--- src/rtl/mesi_snoop_ctrl.sv ---
module mesi_snoop_ctrl #(
  parameter int ADDR_W = 16,
  parameter int DATA_W = 32,
  parameter int LINES  = 8
) (
  input  logic              clk,
  input  logic              rst_n,
  input  logic              cpu_req,
  input  logic              cpu_we,
  input  logic [ADDR_W-1:0] cpu_addr,
  input  logic [DATA_W-1:0] cpu_wdata,
  output logic              cpu_done,
  output logic [DATA_W-1:0] cpu_rdata,
  output logic              bus_req,
  output logic [1:0]        bus_cmd,
  output logic [ADDR_W-1:0] bus_addr,
  output logic [DATA_W-1:0] bus_wdata,
  input  logic              bus_ack,
  input  logic [DATA_W-1:0] bus_rdata,
  input  logic              bus_shared_in,
  input  logic              snp_valid,
  input  logic [1:0]        snp_cmd,
  input  logic [ADDR_W-1:0] snp_addr,
  output logic              snp_shared,
  output logic              snp_flush,
  output logic [DATA_W-1:0] snp_data
);
  localparam int IDX_W = $clog2(LINES);
  localparam int TAG_W = ADDR_W - IDX_W;

  localparam logic [1:0] ST_I = 2'd0, ST_S = 2'd1, ST_E = 2'd2, ST_M = 2'd3;
  localparam logic [1:0] C_NONE = 2'd0, C_RD = 2'd1, C_RDX = 2'd2, C_WB = 2'd3;
  localparam logic [1:0] F_IDLE = 2'd0, F_WB = 2'd1, F_FILL = 2'd2;

  logic [1:0]        st_q  [LINES];
  logic [TAG_W-1:0]  tag_q [LINES];
  logic [DATA_W-1:0] dat_q [LINES];

  logic [1:0]        fsm_q, cmd_q;
  logic [ADDR_W-1:0] addr_q;
  logic [DATA_W-1:0] wdata_q, rdata_q;
  logic              done_q;

  wire [IDX_W-1:0] c_idx = cpu_addr[IDX_W-1:0];
  wire [TAG_W-1:0] c_tag = cpu_addr[ADDR_W-1:IDX_W];
  wire [IDX_W-1:0] s_idx = snp_addr[IDX_W-1:0];
  wire [TAG_W-1:0] s_tag = snp_addr[ADDR_W-1:IDX_W];
  wire [IDX_W-1:0] a_idx = addr_q[IDX_W-1:0];
  wire [TAG_W-1:0] a_tag = addr_q[ADDR_W-1:IDX_W];

  wire [1:0] c_st  = st_q[c_idx];
  wire [1:0] s_st  = st_q[s_idx];
  wire       c_hit = (c_st != ST_I) && (tag_q[c_idx] == c_tag);
  wire       s_hit = (s_st != ST_I) && (tag_q[s_idx] == s_tag);

  wire snp_req    = (snp_cmd == C_RD) || (snp_cmd == C_RDX);
  wire snp_act    = snp_valid && s_hit && snp_req;
  wire accept     = (fsm_q == F_IDLE) && cpu_req && !done_q && !snp_valid;
  wire local_ok   = c_hit && (!cpu_we || c_st == ST_M || c_st == ST_E);
  wire victim_hit = snp_act && (fsm_q == F_WB) && (s_idx == a_idx) && (s_tag == a_tag);
  wire fill_ack   = (fsm_q == F_FILL) && bus_ack;
  wire wb_ack     = (fsm_q == F_WB) && bus_ack && !victim_hit;

  assign snp_shared = snp_valid && s_hit && (snp_cmd == C_RD);
  assign snp_flush  = snp_act && (s_st == ST_M);
  assign snp_data   = dat_q[s_idx];

  assign bus_req   = (fsm_q != F_IDLE);
  assign bus_cmd   = bus_req ? cmd_q : C_NONE;
  assign bus_addr  = addr_q;
  assign bus_wdata = wdata_q;
  assign cpu_done  = done_q;
  assign cpu_rdata = rdata_q;

  always_ff @(posedge clk) begin
    if (!rst_n) begin
      for (int i = 0; i < LINES; i++) st_q[i] <= ST_I;
    end else begin
      if (snp_act)
        st_q[s_idx] <= (snp_cmd == C_RD) ? ST_S : ST_I;
      if (accept && cpu_we && local_ok)
        st_q[c_idx] <= ST_M;
      if (wb_ack)
        st_q[a_idx] <= ST_I;
      if (fill_ack)
        st_q[a_idx] <= (cmd_q == C_RDX) ? ST_M : (bus_shared_in ? ST_S : ST_E);
    end
  end

  always_ff @(posedge clk) begin
    if (accept && cpu_we && local_ok)
      dat_q[c_idx] <= cpu_wdata;
    if (fill_ack) begin
      tag_q[a_idx] <= a_tag;
      dat_q[a_idx] <= (cmd_q == C_RDX) ? wdata_q : bus_rdata;
    end
  end

  always_ff @(posedge clk) begin
    if (!rst_n) begin
      fsm_q   <= F_IDLE;
      cmd_q   <= C_NONE;
      addr_q  <= '0;
      wdata_q <= '0;
      rdata_q <= '0;
      done_q  <= 1'b0;
    end else begin
      done_q <= 1'b0;
      case (fsm_q)
        F_IDLE: if (accept) begin
          if (local_ok) begin
            done_q  <= 1'b1;
            rdata_q <= cpu_we ? cpu_wdata : dat_q[c_idx];
          end else if (!c_hit && c_st == ST_M) begin
            fsm_q   <= F_WB;
            cmd_q   <= C_WB;
            addr_q  <= {tag_q[c_idx], c_idx};
            wdata_q <= dat_q[c_idx];
          end else begin
            fsm_q   <= F_FILL;
            cmd_q   <= cpu_we ? C_RDX : C_RD;
            addr_q  <= cpu_addr;
            wdata_q <= cpu_wdata;
          end
        end
        F_WB: if (victim_hit || bus_ack) fsm_q <= F_IDLE;
        F_FILL: if (bus_ack) begin
          fsm_q   <= F_IDLE;
          done_q  <= 1'b1;
          rdata_q <= (cmd_q == C_RDX) ? wdata_q : bus_rdata;
        end
        default: fsm_q <= F_IDLE;
      endcase
    end
  end

  AST_RD_FILL_EXCL: assert property (@(posedge clk) disable iff (!rst_n)
    fill_ack && cmd_q == C_RD && !bus_shared_in |=> st_q[$past(a_idx)] == ST_E && cpu_done);
  AST_E_WRITE_SILENT: assert property (@(posedge clk) disable iff (!rst_n)
    accept && cpu_we && c_hit && c_st == ST_E |=> !bus_req && cpu_done);
  AST_RDX_FILL_MOD: assert property (@(posedge clk) disable iff (!rst_n)
    fill_ack && cmd_q == C_RDX |=> st_q[$past(a_idx)] == ST_M);
  AST_SNP_RDX_INVAL: assert property (@(posedge clk) disable iff (!rst_n)
    snp_valid && snp_cmd == C_RDX && s_hit && !(fill_ack && a_idx == s_idx)
    |=> st_q[$past(s_idx)] == ST_I);
  AST_SNP_RD_SHARE: assert property (@(posedge clk) disable iff (!rst_n)
    snp_valid && snp_cmd == C_RD && s_hit && !(fill_ack && a_idx == s_idx)
    |=> st_q[$past(s_idx)] == ST_S);
  AST_SNOOP_FIRST: assert property (@(posedge clk) disable iff (!rst_n)
    snp_valid && fsm_q == F_IDLE |=> !cpu_done);
  AST_BUS_HOLD: assert property (@(posedge clk) disable iff (!rst_n)
    bus_req && !bus_ack && !snp_valid |=> bus_req && $stable(bus_addr) && $stable(bus_cmd));
  AST_DONE_PULSE: assert property (@(posedge clk) disable iff (!rst_n)
    cpu_done |=> !cpu_done);
endmodule

--- config.mk ---
export PLATFORM = sky130hd
export DESIGN_NAME = mesi_snoop_ctrl
export DESIGN_NICKNAME = d
export VERILOG_FILES = /design/src/rtl/mesi_snoop_ctrl.sv
export SDC_FILE = /design/constraint.sdc
export NUM_CORES = 1
export LEC_CHECK = 0
export ABC_AREA = 1
export BUFFER_PORTS_ARGS = -buffer_cell sky130_fd_sc_hd__buf_2
export CAP_MARGIN = 25
export CORE_MARGIN = 2
export CORE_UTILIZATION = 30
export DETAILED_ROUTE_END_ITERATION = 8
export PLACE_DENSITY_LB_ADDON = 0.12
export SLEW_MARGIN = 40
export SYNTH_ARGS = -nofsm -noshare
export SYNTH_HDL_FRONTEND = slang
export SYNTH_SLANG_ARGS = --single-unit
--- constraint.sdc ---
create_clock -name clk -period 5.25 [get_ports clk]
set_clock_uncertainty 0.2 [all_clocks]
set_input_delay 1.575 -clock clk [delete_from_list [all_inputs] [get_ports clk]]
set_output_delay 1.575 -clock clk [all_outputs]
set_load 0.01 [all_outputs]
After elaboration in Yosys (flattened, before gate mapping) --
Memory sizes are Yosys's and may differ from the RTL's. Cells that the tools add are included.
Storage, ports and cells: input bits 105, bits in writable memories 376, word-level logic and storage cells 120, memories 3, output and inout bits 118, register bits after elaboration 85
Memories:
- dat_q | words 8, bits a word 32, read ports 2, clocked after memory_dff 0, write ports 1, RTL line 37 | logic [DATA_W-1:0] dat_q [LINES];
- tag_q | words 8, bits a word 13, read ports 2, clocked after memory_dff 0, write ports 1, RTL line 36 | logic [TAG_W-1:0] tag_q [LINES];
- st_q | words 8, bits a word 2, read ports 2, clocked after memory_dff 0, write ports 8, RTL line 35 | logic [1:0] st_q [LINES];
Operators by class: eq/ne operators 17, reductions and logical operators 40, muxes and demuxes 52, bitwise gates (word level) 2
Operators by type and width (number):
- 32-bit two-way mux | 7
- 32-bit case mux with 2 select lines | 1
- 13-bit equality test | 3
- 32-bit OR reduction | 1
- 2-bit two-way mux | 14
- 1-bit two-way mux | 23
- 1-bit logical AND | 19
- 16-bit two-way mux | 1
- 2-bit equality test (second input constant) | 6
- 3-bit two-way mux | 4
- 2-bit != test (second input constant) | 4
- 4-bit AND reduction | 2
- 2-bit nonzero test | 4
- 2-bit case mux with 3 select lines | 1
- 2-bit OR reduction | 3
- 1-bit logical NOT | 5
- 2-bit by 1-bit equality test with 1-bit output (second input constant) | 2
- 1-bit logical OR | 4
- 3-bit equality test | 1
- 3-bit AND reduction | 1
- 2-bit logical NOT | 1
- 2-bit by 1-bit != test with 1-bit output (second input constant) | 1
- 1-bit case mux with 2 select lines | 1
- 1-bit inverter | 1
- 1-bit OR | 1

Logic depth before layout (Yosys ltp) --
Gate-level depths: netlist of the first run. An unclocked memory read counts as a cell.
depth after elaboration 16, depth in mapped cells 22, depth with buffers taken out 19

Least setup slack after synthesis of the first run --
No wires, ideal clock.
kind input to register, start in cpu_addr[0], end mem dat_q[0][0] (enable), cell stages on the path 18, setup slack 0.224 ns, buffers on the path 3, arrival 4.405 ns, library setup time 0.421 ns, data required time 4.629 ns, path through buf_4 inv_2 buf_6 buf_6 nand2_1 nand3_1 nand3_1 nand3b_1 nand2_1 nor2_1 nand2_1 nor2_1 nand2_1 nor2_1 nand3_1 nand2_1 nand2_1 nor2_1
Between the ends: word-level cells in the longest chain between the ends 9, elaborated cells between the ends (all ways) 15, classes of those cells eq/ne: 3; mux: 4; reduce/logical: 6; memory: 2
RTL lines:
- start, declared | RTL line 10 | input logic [ADDR_W-1:0] cpu_addr,
- branches (longest 9 deep; another with memory read 8 x 13 bit)
- end, declared | RTL line 37
Several ways; the timed one is not identified.

Worst setup path after layout of the first run --
start in snp_addr[1], end out snp_data[4]
Between the ends: word-level cells in the longest chain between the ends 1
RTL lines:
- start, declared | RTL line 23 | input logic [ADDR_W-1:0] snp_addr,
- memory read 8 x 32 bit
- end, declared | RTL line 26 | output logic [DATA_W-1:0] snp_data
No other way between the ends.

==> impl_metrics.env, run 1 <==
export IMPL_groute_usage_overall=0.223
export IMPL_dieHeight_um=290
export IMPL_ys_ff_latch=461
export IMPL_synthesis_instances=2954
export IMPL_period_needed_ns=5.11
export IMPL_number_of_flops_mapped_to_enable_cells_by_yosys=376
export IMPL_synth_lib_cells_used_distinct=38
export IMPL_h_tree_lvls=2
export IMPL_worst_ir_drop_vdd_mv=0.261
export IMPL_fin_cells=4272
export IMPL_syn_num_nets=3060
export IMPL_synth_area_um2=24500
export IMPL_route_detailed_vias_per_inst=5.25
export IMPL_routed_wl_um=97800
export IMPL_final_setup_margin_ns=0.136
export IMPL_clk_pin_slew_ns=0.05
export IMPL_row_count=104
export IMPL_finalCoreUtilization=0.366
export IMPL_hold_class="flip-flop to flip-flop"
export IMPL_drt_pass1_iter_count=5
export IMPL_fillerInstances=8214
export IMPL_layout_common_cells="564 x sky130_fd_sc_hd__nand2_1, 449 x sky130_fd_sc_hd__o21ai_0, 376 x sky130_fd_sc_hd__edfxtp_1, 285 x sky130_fd_sc_hd__a21oi_1, 282 x sky130_fd_sc_hd__inv_1"
export IMPL_die_width_um=290
export IMPL_crit_chain="buf_4, buf_6, buf_12, o21ai_0, o21ai_0, a21oi_1, a31oi_1, buf_4, buf_2"
export IMPL_synth_async_sr_flop_share=0
export IMPL_whs_ns=0.282
export IMPL_worstPathMaxFanout=51
export IMPL_clk_path_buf_depth=3
export IMPL_clk_latency_ns=0.68
export IMPL_final_cell_area_um2=29600
export IMPL_synth_sequential_area_ratio=0.529
export IMPL_max_slew_margin=0.430
export IMPL_worstPathRequired_ns=3.48
export IMPL_tritoncts_clock_tree="done"
export IMPL_holdBufCountCts=0
export IMPL_power_leakage_nw=12.1
export IMPL_numClockSinks=461
export IMPL_antenna_violations_before_repair=4
export IMPL_core_outline_area_um2=80800
export IMPL_setup_worst_path_start_class="primary input"
export IMPL_setup_worst_path_class="primary input to primary output"
export IMPL_detailedPlace_worstSlack_ns=-0.217
export IMPL_grt_pass1_vias=21400
export IMPL_route_vias_total=22400
export IMPL_nets=3268
export IMPL_max_slew_worst_pin_slew_ns=0.855
export IMPL_grt_overflow=0
export IMPL_synth_warnings=0
export IMPL_min_period_over_period=0.974
export IMPL_critPathArrivalTime_ns=3.34
export IMPL_routabilityCongestion=0.907
export IMPL_ys_flop_type="sky130_fd_sc_hd__edfxtp_1"
export IMPL_dieArea_um2=84100
export IMPL_clock_root_buffer="sky130_fd_sc_hd__clkbuf_16"
export IMPL_powerDensity_nw_per_um2=312
export IMPL_mostFrequentLayoutCell="sky130_fd_sc_hd__nand2_1"
export IMPL_end_kind="primary output"
export IMPL_detail_routed_net_length_per_standard_cell_um=22.9
export IMPL_port_buffers=222
export IMPL_ios=223
export IMPL_drv_slew=0
export IMPL_drcViolationCount=0
export IMPL_run_status="finished clean"
export IMPL_grt_max_degree=184
export IMPL_place_detailed_instances=4157
export IMPL_dpl_hpwl_um=61800
export IMPL_cts_buffers=56
export IMPL_cpPeakStageDelay_ns=0.31
export IMPL_starting_density_of_the_core=0.304
export IMPL_post_route_cells_drive_above_1_share=0.158
export IMPL_timing_critical_path_slowest_stage_cell="sky130_fd_sc_hd__buf_12"
export IMPL_grt_first_pass_wirelength_um=141000
export IMPL_post_synth_cell_area_avg_um2=8.31
export IMPL_rsz0062_at_grt="no"
export IMPL_max_freq_mhz=196
export IMPL_finalHoldViolCount=0
export IMPL_placed_cell_area_um2=27500
export IMPL_layout_area_overhead_vs_synth_pct=20.5
export IMPL_postRouteAntennaNets=0
export IMPL_drt_iter0_markers=1841
export IMPL_setup_viol_count_final=0
export IMPL_drv_cap=0
flip-flops by register name, indices dropped and copies added (netlist names):
| name | flops |
|---|---|
| cmd_q | 2 |
| cpu_done | 1 |
| bus_addr | 16 |
| fsm_q | 2 |
| tag_q | 104 |
| bus_wdata | 32 |
| dat_q | 256 |
| st_q | 16 |
| cpu_rdata | 32 |
cell families after synthesis:
kind of cell,Yosys count,synth area share
compound gates,914,0.200
xor+xnor,7,0.00250
fa+ha+maj,1,0.000510
buf+inv,502,0.0812
flops,461,0.529
mux,32,0.0138
simple gates,1037,0.172
final timing paths:
| kind | start | end | slack [ns] | depth (start not counted) |
|---|---|---|---|---|
| worst max-delay path | snp_addr[1] | snp_data[4] | 0.14 | 9 |
| worst min-delay path | bus_wdata[13]$_SDFFE_PN0P_ | bus_wdata[13]$_SDFFE_PN0P_ | 0.28 | 2 |
| worst max register to register | fsm_q[1]$_SDFFE_PN0P_ | dat_q[7][24]$_DFFE_PP_ | 1.98 | 11 |
| worst min register to register | bus_wdata[13]$_SDFFE_PN0P_ | bus_wdata[13]$_SDFFE_PN0P_ | 0.28 | 2 |
per-stage QoR:
stage | TNS, ns | total power [mW]
4_1_cts | 0 | 9.29
3_3_place_gp | -0.443 | 5.45
3_5_place_dp | -0.407 | 5.45
5_1_grt | 0 | 9.57
2_1_floorplan | 0 | 4.86
6_report | 0 | 9.23
synthesized netlist by cell type (5+ instances only):
| library cell | number | share of area |
|---|---|---|
| sky130_fd_sc_hd__inv_1 | 286 | 0.044 |
| sky130_fd_sc_hd__nand4_1 | 12 | 0.0031 |
| sky130_fd_sc_hd__xnor2_1 | 5 | 0.0018 |
| sky130_fd_sc_hd__o211ai_1 | 86 | 0.026 |
| sky130_fd_sc_hd__edfxtp_1 | 376 | 0.46 |
| sky130_fd_sc_hd__a31oi_1 | 42 | 0.011 |
| sky130_fd_sc_hd__mux2i_1 | 17 | 0.0069 |
| sky130_fd_sc_hd__o21ai_0 | 466 | 0.095 |
| sky130_fd_sc_hd__buf_6 | 6 | 0.0028 |
| sky130_fd_sc_hd__buf_1 | 17 | 0.0026 |
| sky130_fd_sc_hd__dfxtp_1 | 85 | 0.069 |
| sky130_fd_sc_hd__nor2_1 | 264 | 0.040 |
| sky130_fd_sc_hd__a21oi_1 | 287 | 0.059 |
| sky130_fd_sc_hd__nand2_1 | 571 | 0.087 |
| sky130_fd_sc_hd__nand3_1 | 162 | 0.033 |
| sky130_fd_sc_hd__nand3b_1 | 14 | 0.0043 |
| sky130_fd_sc_hd__clkbuf_1 | 142 | 0.022 |
| sky130_fd_sc_hd__a211oi_1 | 16 | 0.0049 |
| sky130_fd_sc_hd__mux2_2 | 15 | 0.0069 |
| sky130_fd_sc_hd__buf_2 | 41 | 0.0084 |
area by class of cell:
| cell class | instances | area [um^2] | share of cell area |
|---|---|---|---|
| clock buffer | 73 | 1470 | 0.0495 |
| multi-input combinational | 1991 | 9740 | 0.329 |
| antenna | 2 | 5.00 | 0.000169 |
| clock inverter | 33 | 339 | 0.0115 |
| tap | 1060 | 1330 | 0.0448 |
| inverter | 293 | 1100 | 0.0374 |
| timing repair buffer | 359 | 2610 | 0.0881 |
| sequential | 461 | 13000 | 0.439 |
power by group:
group | internal (mW) | switching (mW) | total, mW
registers | 4.04 | 0.0748 | 4.11
clock network | 2.18 | 1.65 | 3.82
logic | 0.419 | 0.876 | 1.30
total | 6.63 | 2.60 | 9.23
critical path, delay by kind of cell:
kind                   cells  cell delay, ns
AOI/OAI and AO/OA          4            0.67
buffers and inverters      5            1.05
what timing repair did:
| item | CTS | global route |
|---|---|---|
| cloned | 1 | 4 |
| pin swaps | 4 | 19 |
| setup endpoints to repair | 4 | 13 |
| setup buffers | 1 | 2 |
| gates resized for setup | 14 | 18 |
metal layers:
| metal | track usage | vias to the layer above | share of wire |
|---|---|---|---|
| met3 | 0.0281 | 154 | 0.055 |
| met5 | 0 | - | 0.00011 |
| met4 | 0.0906 | 2 | 0.040 |
| met1 | 0.274 | 10900 | 0.41 |
| met2 | 0.394 | 822 | 0.50 |
| li1 | - | 10600 | - |
Power figures use the tool's default switching activity.
==> inputs of run 2 (changes only) <==
--- a/config.mk
+++ b/config.mk
@@ -5,7 +5,6 @@
 export SDC_FILE = /design/constraint.sdc
 export NUM_CORES = 1
 export LEC_CHECK = 0
-export ABC_AREA = 1
 export BUFFER_PORTS_ARGS = -buffer_cell sky130_fd_sc_hd__buf_2
 export CAP_MARGIN = 25
 export CORE_MARGIN = 2
==> impl_metrics.env, run 2 <==
export IMPL_internal_power_mw=6.76
export IMPL_pwr_share_seq=0.448
export IMPL_final_setup_margin_ns=-0.127
export IMPL_routabilityCongestion=0.858
export IMPL_setup_worst_path_start_class="primary input"
export IMPL_clockPowerShare=0.425
export IMPL_layout_common_cells="376 x sky130_fd_sc_hd__edfxtp_1, 216 x sky130_fd_sc_hd__buf_2, 150 x sky130_fd_sc_hd__mux4_2, 146 x sky130_fd_sc_hd__buf_4"
export IMPL_r2r_end="st_q[0][0]$_DFFE_PP_"
export IMPL_period_needed_ns=5.38
export IMPL_grt_first_pass_wirelength_um=118000
export IMPL_detail_routed_net_length_per_standard_cell_um=26.5
export IMPL_grt_overflow=0
export IMPL_nets=2100
export IMPL_powerDensity_nw_per_um2=311
export IMPL_rsz0062_at_grt="yes"
export IMPL_largest_register="dat_q"
export IMPL_library_cell_with_the_highest_instance_count_after_synthesis="sky130_fd_sc_hd__edfxtp_1"
export IMPL_detailedPlace_worstSlack_ns=-0.366
export IMPL_drv_cap=0
export IMPL_setup_worst_path_class="primary input to primary output"
export IMPL_post_synth_cell_area_avg_um2=14.2
export IMPL_run_status="finished, violations left"
export IMPL_min_period_over_period=1.02
export IMPL_drt_iter0_markers=1255
export IMPL_hold_class="flip-flop to flip-flop"
export IMPL_max_freq_mhz=186
export IMPL_power_leakage_nw=10.4
export IMPL_total_switching_power_mw=2.37
export IMPL_numClockSinks=461
export IMPL_antenna_cells_inserted=0
export IMPL_tritoncts_clock_tree="done"
export IMPL_place_detailed_instances=2982
export IMPL_route_detailed_vias_per_inst=5.37
export IMPL_worstHoldPathCells=2
export IMPL_drt_pass1_iter_count=5
export IMPL_critPathArrivalTime_ns=3.60
export IMPL_groute_usage_overall=0.198
export IMPL_postRouteAntennaNets=0
export IMPL_grt_pass1_vias=16900
export IMPL_mostFrequentLayoutCell="sky130_fd_sc_hd__edfxtp_1"
export IMPL_hold_path_endpoint="bus_wdata[0]$_SDFFE_PN0P_"
export IMPL_number_of_flops_mapped_to_enable_cells_by_yosys=376
export IMPL_largest_register_ff_count=256
export IMPL_end_kind="primary output"
export IMPL_netlist_top_cell_by_area="sky130_fd_sc_hd__edfxtp_1"
export IMPL_grt_max_degree=66
export IMPL_row_count=103
export IMPL_dieHeight_um=285
export IMPL_dieArea_um2=81400
export IMPL_ys_flop_type="sky130_fd_sc_hd__edfxtp_1"
export IMPL_clk_pin_slew_ns=0.06
export IMPL_synthTopCellsByArea="sky130_fd_sc_hd__edfxtp_1 48%, sky130_fd_sc_hd__mux4_2 14%, sky130_fd_sc_hd__dfxtp_1 7.2%, sky130_fd_sc_hd__mux2i_1 5.7%, sky130_fd_sc_hd__mux2_2 5.5%"
export IMPL_clk_latency_ns=0.66
export IMPL_clk_path_buf_depth=3
export IMPL_rrSetupSlack_ns=1.40
export IMPL_starting_density_of_the_core=0.302
export IMPL_antenna_violations_before_repair=3
export IMPL_dpl_hpwl_um=56400
export IMPL_max_slew_worst_pin_slew_ns=0.876
export IMPL_ios=223
export IMPL_clock_root_buffer="sky130_fd_sc_hd__clkbuf_16"
export IMPL_die_width_um=285
export IMPL_finalHoldViolCount=0
export IMPL_post_synth_most_frequent_cells="376 x sky130_fd_sc_hd__edfxtp_1, 150 x sky130_fd_sc_hd__mux4_2, 136 x sky130_fd_sc_hd__mux2i_1, 135 x sky130_fd_sc_hd__nand2_1, 116 x sky130_fd_sc_hd__mux2_2"
export IMPL_synthesis_instances=1672
export IMPL_ys_ff_latch=461
export IMPL_routed_wl_um=81900
export IMPL_holdBufCountCts=0
export IMPL_share_of_yosys_cell_area_claimed_by_the_top_area_cell_type=0.475
export IMPL_setup_viol_count_final=1
export IMPL_register_area_um2=13000
export IMPL_port_buffers=222
export IMPL_hold_path_startpoint="bus_wdata[0]$_SDFFE_PN0P_"
export IMPL_number_of_cell_instances_on_the_worst_register_to_register_path=11
export IMPL_setup_tns_ns=-0.127
export IMPL_multiInputGateArea_um2=10400
export IMPL_violations="setup timing"
export IMPL_worst_ir_drop_vdd_mv=0.243
export IMPL_drv_slew=0
export IMPL_finalCoreUtilization=0.372
export IMPL_worstPathMaxFanout=5
export IMPL_worstPathRequired_ns=3.48
export IMPL_syn_num_nets=1778
export IMPL_h_tree_lvls=2
export IMPL_fillerInstances=7534
export IMPL_synth_sequential_area_ratio=0.547
export IMPL_max_slew_margin=0.416
export IMPL_synth_lib_cells_used_distinct=79
export IMPL_layout_area_overhead_vs_synth_pct=23.5
export IMPL_worst_r2r_startpoint="tag_q[7][1]$_DFFE_PP_"
export IMPL_route_vias_total=16600
export IMPL_synth_warnings=0
export IMPL_post_route_cells_drive_above_1_share=0.400
export IMPL_reg_largest_list="dat_q: 256 flops, tag_q: 104 flops"
export IMPL_pwr_share_comb=0.127
export IMPL_fin_cells=3089
export IMPL_core_outline_area_um2=78700
export IMPL_drcViolationCount=0
export IMPL_synth_area_um2=23700
export IMPL_cts_buffers=54
export IMPL_switching_share=0.260
export IMPL_synth_async_sr_flop_share=0
[run 2: cell types whose count changed after synthesis, moves of 36 or more]
| cell | delta |
|---|---|
| sky130_fd_sc_hd__nand2_1 | -436 |
| sky130_fd_sc_hd__o21ai_0 | -388 |
| sky130_fd_sc_hd__inv_1 | -270 |
| sky130_fd_sc_hd__nor2_1 | -226 |
| sky130_fd_sc_hd__a21oi_1 | -221 |
| sky130_fd_sc_hd__mux4_2 | +150 |
| sky130_fd_sc_hd__nand3_1 | -139 |
| sky130_fd_sc_hd__mux2i_1 | +119 |
| sky130_fd_sc_hd__mux2_2 | +101 |
| sky130_fd_sc_hd__o211ai_1 | -79 |
| sky130_fd_sc_hd__clkbuf_1 | -69 |
| sky130_fd_sc_hd__a31oi_1 | -41 |
| sky130_fd_sc_hd__o22ai_1 | +41 |
| sky130_fd_sc_hd__a311oi_1 | +36 |
[run 2: how the worst max path moves through the flow]
stage / cells after the start / to / slack (ns) / start
after floorplan: 10 / dat_q[1][0]$_DFFE_PP_ / -0.26 / cpu_addr[0]
after global placement: 9 / snp_flush / -0.36 / snp_addr[0]
after detailed placement: 9 / snp_flush / -0.37 / snp_addr[0]
after CTS: 9 / snp_flush / -0.15 / snp_addr[0]
after global routing: 9 / snp_flush / -0.20 / snp_addr[0]
final: 9 / snp_flush / -0.13 / snp_addr[0]
[run 2: cell families (layout without fill, tap and decap cells)]
kind of cell             Yosys count  in the layout  share of synthesized area
flip-flops                       461            461                      0.547
multiplexers                     403            403                      0.256
AO/OA/AOI/OAI                    323            323                     0.0917
AND/OR/NAND/NOR                  314            314                     0.0663
buffers and inverters            145            512                     0.0293
XOR/XNOR                          25             25                    0.00954
adder cells (fa/ha/maj)            1              1                   0.000527
[run 2: routing by layer]
layer / GRT usage / vias to the layer above / wire, um
li1: - / 7355 / -
met5: 0 / - / 0
met1: 0.279 / 8585 / 37100
met2: 0.322 / 548 / 38700
met4: 0.0432 / 0 / 1410
met3: 0.0314 / 85 / 4760
[run 2: cell type report]
type                    instances  share of cell area
clock inverters                27              0.0108
inverters                      17             0.00218
flip-flops and latches        461               0.443
clock buffers                  74              0.0518
multi-input cells            1066               0.353
well taps                    1050              0.0448
repair buffers                394              0.0943
[run 2: power groups by stage]
stage / sequential [mW] / clock [mW] / combinational [mW]
2_1_floorplan: 4.15 / 0 / 0.664
3_3_place_gp: 4.17 / 0 / 1.14
3_5_place_dp: 4.17 / 0 / 1.15
4_1_cts: 4.09 / 3.96 / 1.17
5_1_grt: 4.10 / 4.12 / 1.25
6_report: 4.09 / 3.88 / 1.16
[run 2: stage by stage]
step / hold slack, ns / power, mW / area, um^2
finish: 0.284 / 9.13 / 29300
global route: 0.302 / 9.47 / 29300
CTS: 0.286 / 9.22 / 29200
detailed placement: 0.277 / 5.32 / 27200
global placement: 0.268 / 5.30 / 27200
floorplan: 0.296 / 4.82 / 23800
[run 2: what timing repair did]
action / 4_1_cts / 5_1_grt
endpoints found under the hold margin: 0 / 0
setup buffers: 3 / 2
pin swaps: 7 / 5
endpoints found under the setup margin: 34 / 32
gates cloned: 0 / 1
gates resized for setup: 27 / 11
[run 2: critical path, cell delays in order]
cell and delay (ns):
sky130_fd_sc_hd__clkbuf_16 0.14, sky130_fd_sc_hd__buf_6 0.13, sky130_fd_sc_hd__nor2b_4 0.13, sky130_fd_sc_hd__a22o_1 0.22, sky130_fd_sc_hd__or3_4 0.35, sky130_fd_sc_hd__a2111oi_4 0.40
sky130_fd_sc_hd__nand4_1 0.25, sky130_fd_sc_hd__nor4_4 0.23, sky130_fd_sc_hd__buf_2 0.18
